<file path="src/rtl/txbuf_pkg.sv">
package txbuf_pkg;
  typedef enum logic [3:0] {
    ST_READY = 4'h1,
    ST_OK    = 4'h4,
    ST_ERR   = 4'h6,
    ST_ABORT = 4'h7,
    ST_EMPTY = 4'h8
  } buf_state_e;

  localparam int FIELD_W = 4;
  localparam int PRIO_W  = 3;
endpackage

</file>
<file path="src/rtl/txbuf_slot.sv">
module txbuf_slot
  import txbuf_pkg::*;
(
  input  logic       clk,
  input  logic       rst_n,
  input  logic       cmd_hit,
  input  logic       cmd_abort,
  input  logic       cmd_set_ready,
  input  logic       cmd_set_empty,
  input  logic       inflight,
  input  logic       done_hit,
  input  logic       done_err,
  output logic [3:0] state
);
  buf_state_e st_q, base, s1, s2, s3;

  always_comb begin
    // completion first, then the command operations in fixed order
    base = st_q;
    if (done_hit) base = done_err ? ST_ERR : ST_OK;
    s1 = base;
    if (cmd_hit && cmd_abort && base == ST_READY && !(inflight && !done_hit))
      s1 = ST_ABORT;
    s2 = s1;
    if (cmd_hit && cmd_set_ready &&
        (s1 == ST_OK || s1 == ST_ERR || s1 == ST_ABORT || s1 == ST_EMPTY))
      s2 = ST_READY;
    s3 = s2;
    if (cmd_hit && cmd_set_empty &&
        (s2 == ST_OK || s2 == ST_ERR || s2 == ST_ABORT))
      s3 = ST_EMPTY;
  end

  always_ff @(posedge clk) begin
    if (!rst_n) st_q <= ST_EMPTY;
    else        st_q <= s3;
  end

  assign state = st_q;
endmodule

</file>
<file path="src/rtl/txbuf_pick.sv">
module txbuf_pick
  import txbuf_pkg::*;
#(
  parameter int NBUF = 4,
  localparam int IW = (NBUF > 1) ? $clog2(NBUF) : 1
) (
  input  logic [FIELD_W*NBUF-1:0] states,
  input  logic [FIELD_W*NBUF-1:0] prios,
  output logic                    found,
  output logic [IW-1:0]           idx
);
  logic [PRIO_W-1:0] best;

  always_comb begin
    best = '0;
    idx  = '0;
    for (int i = 0; i < NBUF; i++) begin
      if (states[FIELD_W*i +: FIELD_W] == ST_READY &&
          prios[FIELD_W*i +: PRIO_W] > best) begin
        best = prios[FIELD_W*i +: PRIO_W];
        idx  = IW'(i);
      end
    end
    found = (best != '0);
  end
endmodule

</file>
<file path="src/rtl/txbuf_sched.sv">
module txbuf_sched
  import txbuf_pkg::*;
#(
  parameter int NBUF = 4,
  parameter int CNTW = 16,
  localparam int IW = (NBUF > 1) ? $clog2(NBUF) : 1
) (
  input  logic                    clk,
  input  logic                    rst_n,
  input  logic                    enable,
  input  logic                    cmd_valid,
  input  logic [NBUF-1:0]         cmd_sel,
  input  logic                    cmd_abort,
  input  logic                    cmd_set_ready,
  input  logic                    cmd_set_empty,
  input  logic                    cmd_clr_count,
  input  logic                    prio_we,
  input  logic [FIELD_W*NBUF-1:0] prio_wdata,
  input  logic [1:0]              evt_mask,
  output logic                    tx_valid,
  output logic [IW-1:0]           tx_idx,
  input  logic                    tx_done,
  input  logic                    tx_err,
  output logic [FIELD_W*NBUF-1:0] buf_status,
  output logic                    buf_avail,
  output logic [CNTW-1:0]         tx_count,
  output logic                    evt_tx,
  output logic                    evt_chg
);
  logic                    busy_q;
  logic [IW-1:0]           cur_q;
  logic [FIELD_W*NBUF-1:0] prio_q;
  logic                    cmd_acc, done, launch, found;
  logic [IW-1:0]           pick_idx;
  logic [NBUF-1:0]         empty_v;

  assign cmd_acc = cmd_valid && enable;
  assign done    = busy_q && tx_done;
  assign launch  = enable && !busy_q && !cmd_acc && found;

  for (genvar g = 0; g < NBUF; g++) begin : g_slot
    txbuf_slot u_slot (
      .clk          (clk),
      .rst_n        (rst_n),
      .cmd_hit      (cmd_acc && cmd_sel[g]),
      .cmd_abort    (cmd_abort),
      .cmd_set_ready(cmd_set_ready),
      .cmd_set_empty(cmd_set_empty),
      .inflight     (busy_q && cur_q == IW'(g)),
      .done_hit     (done && cur_q == IW'(g)),
      .done_err     (tx_err),
      .state        (buf_status[FIELD_W*g +: FIELD_W])
    );
    assign empty_v[g] = (buf_status[FIELD_W*g +: FIELD_W] == ST_EMPTY);
  end

  txbuf_pick #(.NBUF(NBUF)) u_pick (
    .states(buf_status),
    .prios (prio_q),
    .found (found),
    .idx   (pick_idx)
  );

  always_ff @(posedge clk) begin
    if (!rst_n) begin
      busy_q   <= 1'b0;
      cur_q    <= '0;
      prio_q   <= '0;
      tx_count <= '0;
      evt_tx   <= 1'b0;
      evt_chg  <= 1'b0;
    end else begin
      if (done)        busy_q <= 1'b0;
      else if (launch) begin
        busy_q <= 1'b1;
        cur_q  <= pick_idx;
      end
      if (prio_we) prio_q <= prio_wdata;
      if (cmd_valid && cmd_clr_count) tx_count <= '0;
      else if (done && !tx_err)       tx_count <= tx_count + 1'b1;
      evt_tx  <= done && !tx_err && !evt_mask[0];
      evt_chg <= done && !evt_mask[1];
    end
  end

  assign tx_valid  = busy_q;
  assign tx_idx    = cur_q;
  assign buf_avail = |empty_v;
endmodule

</file>
<file path="config.mk">
export PLATFORM = sky130hd
export DESIGN_NAME = txbuf_sched
export DESIGN_NICKNAME = d
export VERILOG_FILES = /design/src/rtl/txbuf_pkg.sv /design/src/rtl/txbuf_slot.sv /design/src/rtl/txbuf_pick.sv /design/src/rtl/txbuf_sched.sv
export SDC_FILE = /design/constraint.sdc
export NUM_CORES = 1
export LEC_CHECK = 0
export ABC_AREA = 1
export BUFFER_PORTS_ARGS = -buffer_cell sky130_fd_sc_hd__buf_4
export CAP_MARGIN = 25
export CORE_MARGIN = 5
export CORE_UTILIZATION = 35
export CTS_CLUSTER_SIZE = 10
export DETAILED_ROUTE_END_ITERATION = 10
export PLACE_DENSITY = 0.59
export SYNTH_ARGS = -nofsm -noshare
export SYNTH_HDL_FRONTEND = slang
export SYNTH_SLANG_ARGS = --single-unit
</file>
<file path="constraint.sdc">
create_clock -name clk -period 5.6 [get_ports clk]
set_input_delay 1.12 -clock clk [delete_from_list [all_inputs] [get_ports clk]]
set_output_delay 1.12 -clock clk [all_outputs]
set_load 0.05 [all_outputs]
</file>
Word-level counts from Yosys, hierarchy flattened
Index checks and enable logic that the tools add are counted.
Widths: inputs -> output; s select.

operators by class
  add/subtract/negate cells = 1
  order comparisons = 4
  equal/unequal tests = 43
  multiplexer cells = 20
  bitwise gates (word level) = 2
  reduce and logical (&&, ||, !) cells = 100

operator list
  operator               count
  $eq 4x3->1 const B     24
  $logic_and 1x1->1      57
  $mux 4                 12
  $eq 4x1->1 const B     8
  $eq 4x4->1 const B     8
  $logic_or 1x1->1       20
  $add 16x1->16 const B  1
  $logic_not 1->1        13
  $mux 3                 4
  $reduce_or 2->1        6
  $gt 3x3->1             3
  $mux 2                 3
  $eq 2x2->1 const B     2
  $reduce_or 4->1        1
  $gt 3x1->1 const B     1
  $reduce_bool 3->1      1
  $eq 2x1->1 const B     1
  $logic_not 2->1        1
  $not 1->1              2
  $reduce_and 2->1       1
  $mux 1                 1

word-level totals
  bits in registers = 52
  input bits = 33
  output and inout port bits = 38
  word-level logic and storage cells = 180

Depth between registers and ports, before layout
  depth in word-level cells = 18
  gate-level depth with buffers = 31
  mapped depth without buffers = 31

Modules after synthesis
A second synthesis with hierarchy kept.

second synthesis, totals
  cell total of the unflattened synthesis = 537
  area, all modules = 3407.0 µm²

by module, submodules not included
  module       instances  cells an instance  area each (µm²)  seq. area each (µm²)
  txbuf_sched  1          240                1699.1           740.7
  txbuf_slot   4          55                 305.3            80.1
  txbuf_pick   1          77                 486.7            0.0

Worst setup path before layout
OpenSTA, ideal clock, no wires.

  kind = register -> register
  start = register g_slot[0].u_slot.st_q[0]
  end = register cur_q[0], in the netlist tx_idx[0]
  arrival = 3.640 ns
  required time = 5.483 ns
  path slack = 1.843 ns
  cell stages (with the launch flop) = 28
  buffers on the path = 0
  clock period less this slack = 3.757 ns
  cell sequence = dfxtp_1 > nand2_1 > nor2_1 > nand2_1 > ha_1 > nand2_1 > nor2_1 > nor2_2 > nand2_1 > nand2_1 > nand2_1 > ha_1 > nand2_1 > o21ai_0 > nand2_1 > inv_1 > nand2_1 > nand2_1 > inv_1 > ha_1 > nand3_1 > nand3_1 > a21oi_1 > nand2_1 > nand4_1 > inv_1 > a21oi_1 > nor2_1

on the way
  word-level cells in the longest chain between the ends = 15
  elaborated cells between the ends (all ways) = 18
  classes of those cells = order compare (3); eq/ne (1); mux (7); reduce/logical (7)

RTL lines
  what                               RTL line           source
  start, declared                    txbuf_slot.sv:15   buf_state_e st_q, base, s1, s2, s3;
  start signal, assigned             txbuf_slot.sv:35   if (!rst_n) st_q <= ST_EMPTY;
  start signal, assigned             txbuf_slot.sv:36   else st_q <= s3;
  $eq 4x1->1 *                       txbuf_pick.sv:18   if (states[FIELD_W*i +: FIELD_W] == ST_READY &&
  $logic_and 1x1->1 *                txbuf_pick.sv:18
  $mux 3 *                           txbuf_pick.sv:18
  $gt 3x3->1                         txbuf_pick.sv:19   prios[FIELD_W*i +: PRIO_W] > best) begin
  $logic_and 1x1->1                  txbuf_pick.sv:18
  $mux 3                             txbuf_pick.sv:18
  $gt 3x3->1                         txbuf_pick.sv:19
  $logic_and 1x1->1                  txbuf_pick.sv:18
  $mux 3                             txbuf_pick.sv:18
  $gt 3x3->1                         txbuf_pick.sv:19
  $logic_and 1x1->1                  txbuf_pick.sv:18
  $mux 3                             txbuf_pick.sv:18
  $reduce_bool 3->1                  txbuf_pick.sv:24   found = (best != '0);
  $logic_and 1x1->1                  txbuf_sched.sv:39  assign launch = enable && !busy_q && !cmd_acc && found;
  $reduce_and 2->1 (no source line)  -
  end signal, assigned               txbuf_sched.sv:76  cur_q <= pick_idx;
  end, declared                      txbuf_sched.sv:31  logic [IW-1:0] cur_q;

Mark *: on every way between the ends. The rest lies on a longest branch, timed or not.
A chain may end at the register's enable or synchronous reset.

Worst setup path after layout
  start = register g_slot[0].u_slot.st_q[2]
  end = register cur_q[0], in the netlist tx_idx[0]

The elaborated chain is that of the path after synthesis.

==> summary.md <==
| Metric | Value |
|---|---|
| Outcome | finished clean |
| Post-synthesis cell area | 2860 um^2 |
| Number of diodes added for antenna fixing | 0 |
| Iteration count of the initial detailed-routing pass | 6 |
| Clock power share | 0.405 |
| Fraction of the yosys area taken by sequential cells | 0.343 |
| Fraction of final layout cells with drive strength greater than 1 | 0.200 |
| Total power divided by cell area | 207 nW/um^2 |
| Gr ovfl total | 0 |
| Clock latency of the later-clocked register in the worst-skew pair | 0.30 ns |
| Slowest stage cell on the critical path | dfxtp_1 |
| Share of flip-flops with an asynchronous set or reset | 0 |
| Hold-critical path depth | 2 |
| Clk_skew | 0.00467 ns |
| Period utilisation layout | 0.716 |
| Total cell area at the placement stage | 3460 um^2 |
| Fin crit period | 4.01 ns |
| FF+latch count, synth | 49 |
| Cell repeated most along the worst path | nand2_1 |
| Core Box Area | 8090 um^2 |
| Worst Path Max Fanout | 5 |
| Routability Congestion | 0.864 |
| Footprint of the multi-input gates | 1630 um^2 |
| Most common cell after layout, fill and taps aside | nand2_1 |
| Post-Syn Instances | 435 |
| Hold Violations, Final | 0 |
| Net count of the mapped netlist | 478 |
| Post-CTS Hold Fix Bufs | 0 |
| Category of the worst setup path capture point | register |
| Clock Sink Count | 49 |
| Number of gates resized after CTS | 0 |
| Required @ worst endpoint | 5.80 ns |
| Post-DR wirelength/cell | 12.0 um |
| Max-cap violations | 0 |
| Static power due to leakage | 0.00176 uW |
| Layout-stage area growth over the synthesis result | 26.0% |
| Setup slack on the worst flop-to-flop path | 1.59 ns |
| Remaining max-slew budget at the tightest pin | 0.688 |
| Most frequent cells in the layout | nand2_1 (97), nor2_1 (71), buf_4 (66) |
| Number of nets in the finished design | 546 |
| Library cells used by synthesis | 36 |
| Largest net degree at the start of global routing | 29 |
| Number of filler cells placed in the layout | 871 |
| Total number of vias | 2906 |
| Final standard cell area without fillers | 3600 um^2 |
| Sequential share of power | 0.486 |
| Slowest Stage Delay on Critical Path | 0.36 ns |
| Cell chosen for the clock root | clkbuf_8 |
| Worst Path Class, Setup | reg2reg |
| Die footprint | 10100 um^2 |
| Seq. cell area | 981 um^2 |
| Number of pins exceeding their max-slew limit in the final report | 0 |
| IO buf count | 66 |
| Setup violations, final | 0 |
| Via count of the first global-routing pass | 2769 |
| Mean area per synthesized cell | 6.57 um^2 |
| Placed wire-length estimate | 5.73 mm |
| Depth of the most critical reg-to-reg path | 28 |
| Antenna-violating nets left | 0 |
| Fraction of power spent switching nets | 0.241 |
| Achievable frequency | 0.250 GHz |
| Power spent charging and discharging nets | 180 uW |
| Horizontal extent of the die | 100 um |
| Clock tree from TritonCTS | yes |
| Starting density of the core | 0.353 |
| Combinational share of power | 0.109 |
| Maximum level of the CTS H-tree | 2 |
| Cell internal pwr | 566 uW |
| Number of antenna violations at the first check in global routing | 0 |
| Cts bufs inserted | 5 |
| DRC violations left | 0 |
| Deepest clock path buffer count | 2 |
| Vertical die dimension | 100 um |
| Total track usage | 0.151 |
| Data arrival time of the critical path | 4.21 ns |
| Post-CTS setup buffer count | 0 |
| Number of top-level design ports | 71 |
| First-pass GRT wire length | 12.4 mm |
| Total wire length after detailed routing | 7.33 mm |
| Worst-Margin Slew | 0.468 ns |
| Commonest register cell after synthesis | dfxtp_1 |
| Initial DRC count | 106 |
| Number of enable flip-flop cells after synthesis | 0 |
| Post-CTS clock slew at the launch and capture registers of the worst setup and hold paths | 0.09 ns |
| Yosys warning total | 0 |
| Total Neg Setup Slack | 0 ns |
| Setup crit start kind | register |
| Row cnt | 33 |
| VDD IR-drop max | 92.2 uV |
| Via-per-instance ratio | 4.77 |
| Tightest Hold Check Type | reg2reg |
| Setup repair after global routing missed its margin | no |
## metal layers
layer | track usage | share of wire | vias to the layer above
met1 | 0.204 | 0.48 | 1286
li1 | - | - | 1542
met5 | 0 | 0 | -
met2 | 0.244 | 0.45 | 70
met3 | 0.0334 | 0.058 | 8
met4 | 0.0394 | 0.012 | 0
## power by group through the flow
stage	Clock (uW)	Sequential, uW	Combinational (uW)
6_report	302	363	81.3
3_3_place_gp	0	371	80.2
3_5_place_dp	0	371	81.4
5_1_grt	325	364	92.6
2_1_floorplan	0	377	41.5
4_1_cts	313	363	81.8
## per-stage QoR
stage,power (uW),hold slack [ns],setup WS [ns],cells,util
floorplan,419,0.453,1.84,435,-
global placement,451,0.475,1.58,601,0.428
CTS,758,0.489,1.54,609,0.445
finish,746,0.488,1.59,609,0.445
global route,782,0.522,1.05,609,0.445
detailed placement,452,0.477,1.57,601,0.428
## critical path, delay by kind of cell, from the launching register on
family | cells | cell delay [ns]
buffers and inverters | 3 | 0.27
DFF | 1 | 0.36
AOI/OAI and AO/OA | 3 | 0.56
and+or+nand+nor | 19 | 1.80
adders and majority gates | 3 | 0.91
## sequential cells by signal (all words and copies together), names as in the netlist
name,flops
tx_valid,1
prio_q,12
tx_idx,2
evt_tx,1
tx_count,16
g_slot.u_slot.state,16
evt_chg,1
## final cells by class
cell class                 instances  share of cell area
timing repair buffer              66               0.138
inverter                          59              0.0622
sequential                        49               0.273
clock inverter                     3              0.0181
clock buffer                       5              0.0191
multi-input combinational        322               0.454
tap                              105              0.0365
## worst paths after layout
| kind | from | to |
|---|---|---|
| max reg2reg | g_slot[0].u_slot.state[2] | tx_idx[0] |
| max | g_slot[0].u_slot.state[2] | tx_idx[0] |
| min reg2reg | prio_q[12] | prio_q[12] |
| min | prio_q[12] | prio_q[12] |
## synthesized netlist by cell type, types with 5 or more instances
| library cell | instances | share of area |
|---|---|---|
| a21oi_1 | 27 | 0.047 |
| dfxtp_1 | 49 | 0.34 |
| ha_1 | 10 | 0.044 |
| inv_1 | 51 | 0.067 |
| inv_2 | 5 | 0.0066 |
| nand2_1 | 97 | 0.13 |
| nand3_1 | 41 | 0.072 |
| nand4_1 | 7 | 0.015 |
| nor2_1 | 71 | 0.093 |
| nor2_2 | 7 | 0.015 |
| nor3_1 | 5 | 0.0088 |
| o21ai_0 | 21 | 0.037 |
## logic make-up after synthesis
logic type | after synthesis | share of synthesized area
compound gates | 59 | 0.112
buf+inv | 64 | 0.0850
fa+ha+maj | 10 | 0.0438
flops | 49 | 0.343
xor+xnor | 3 | 0.00920
simple gates | 250 | 0.407
No activity file was read; power rests on OpenSTA's default activity.
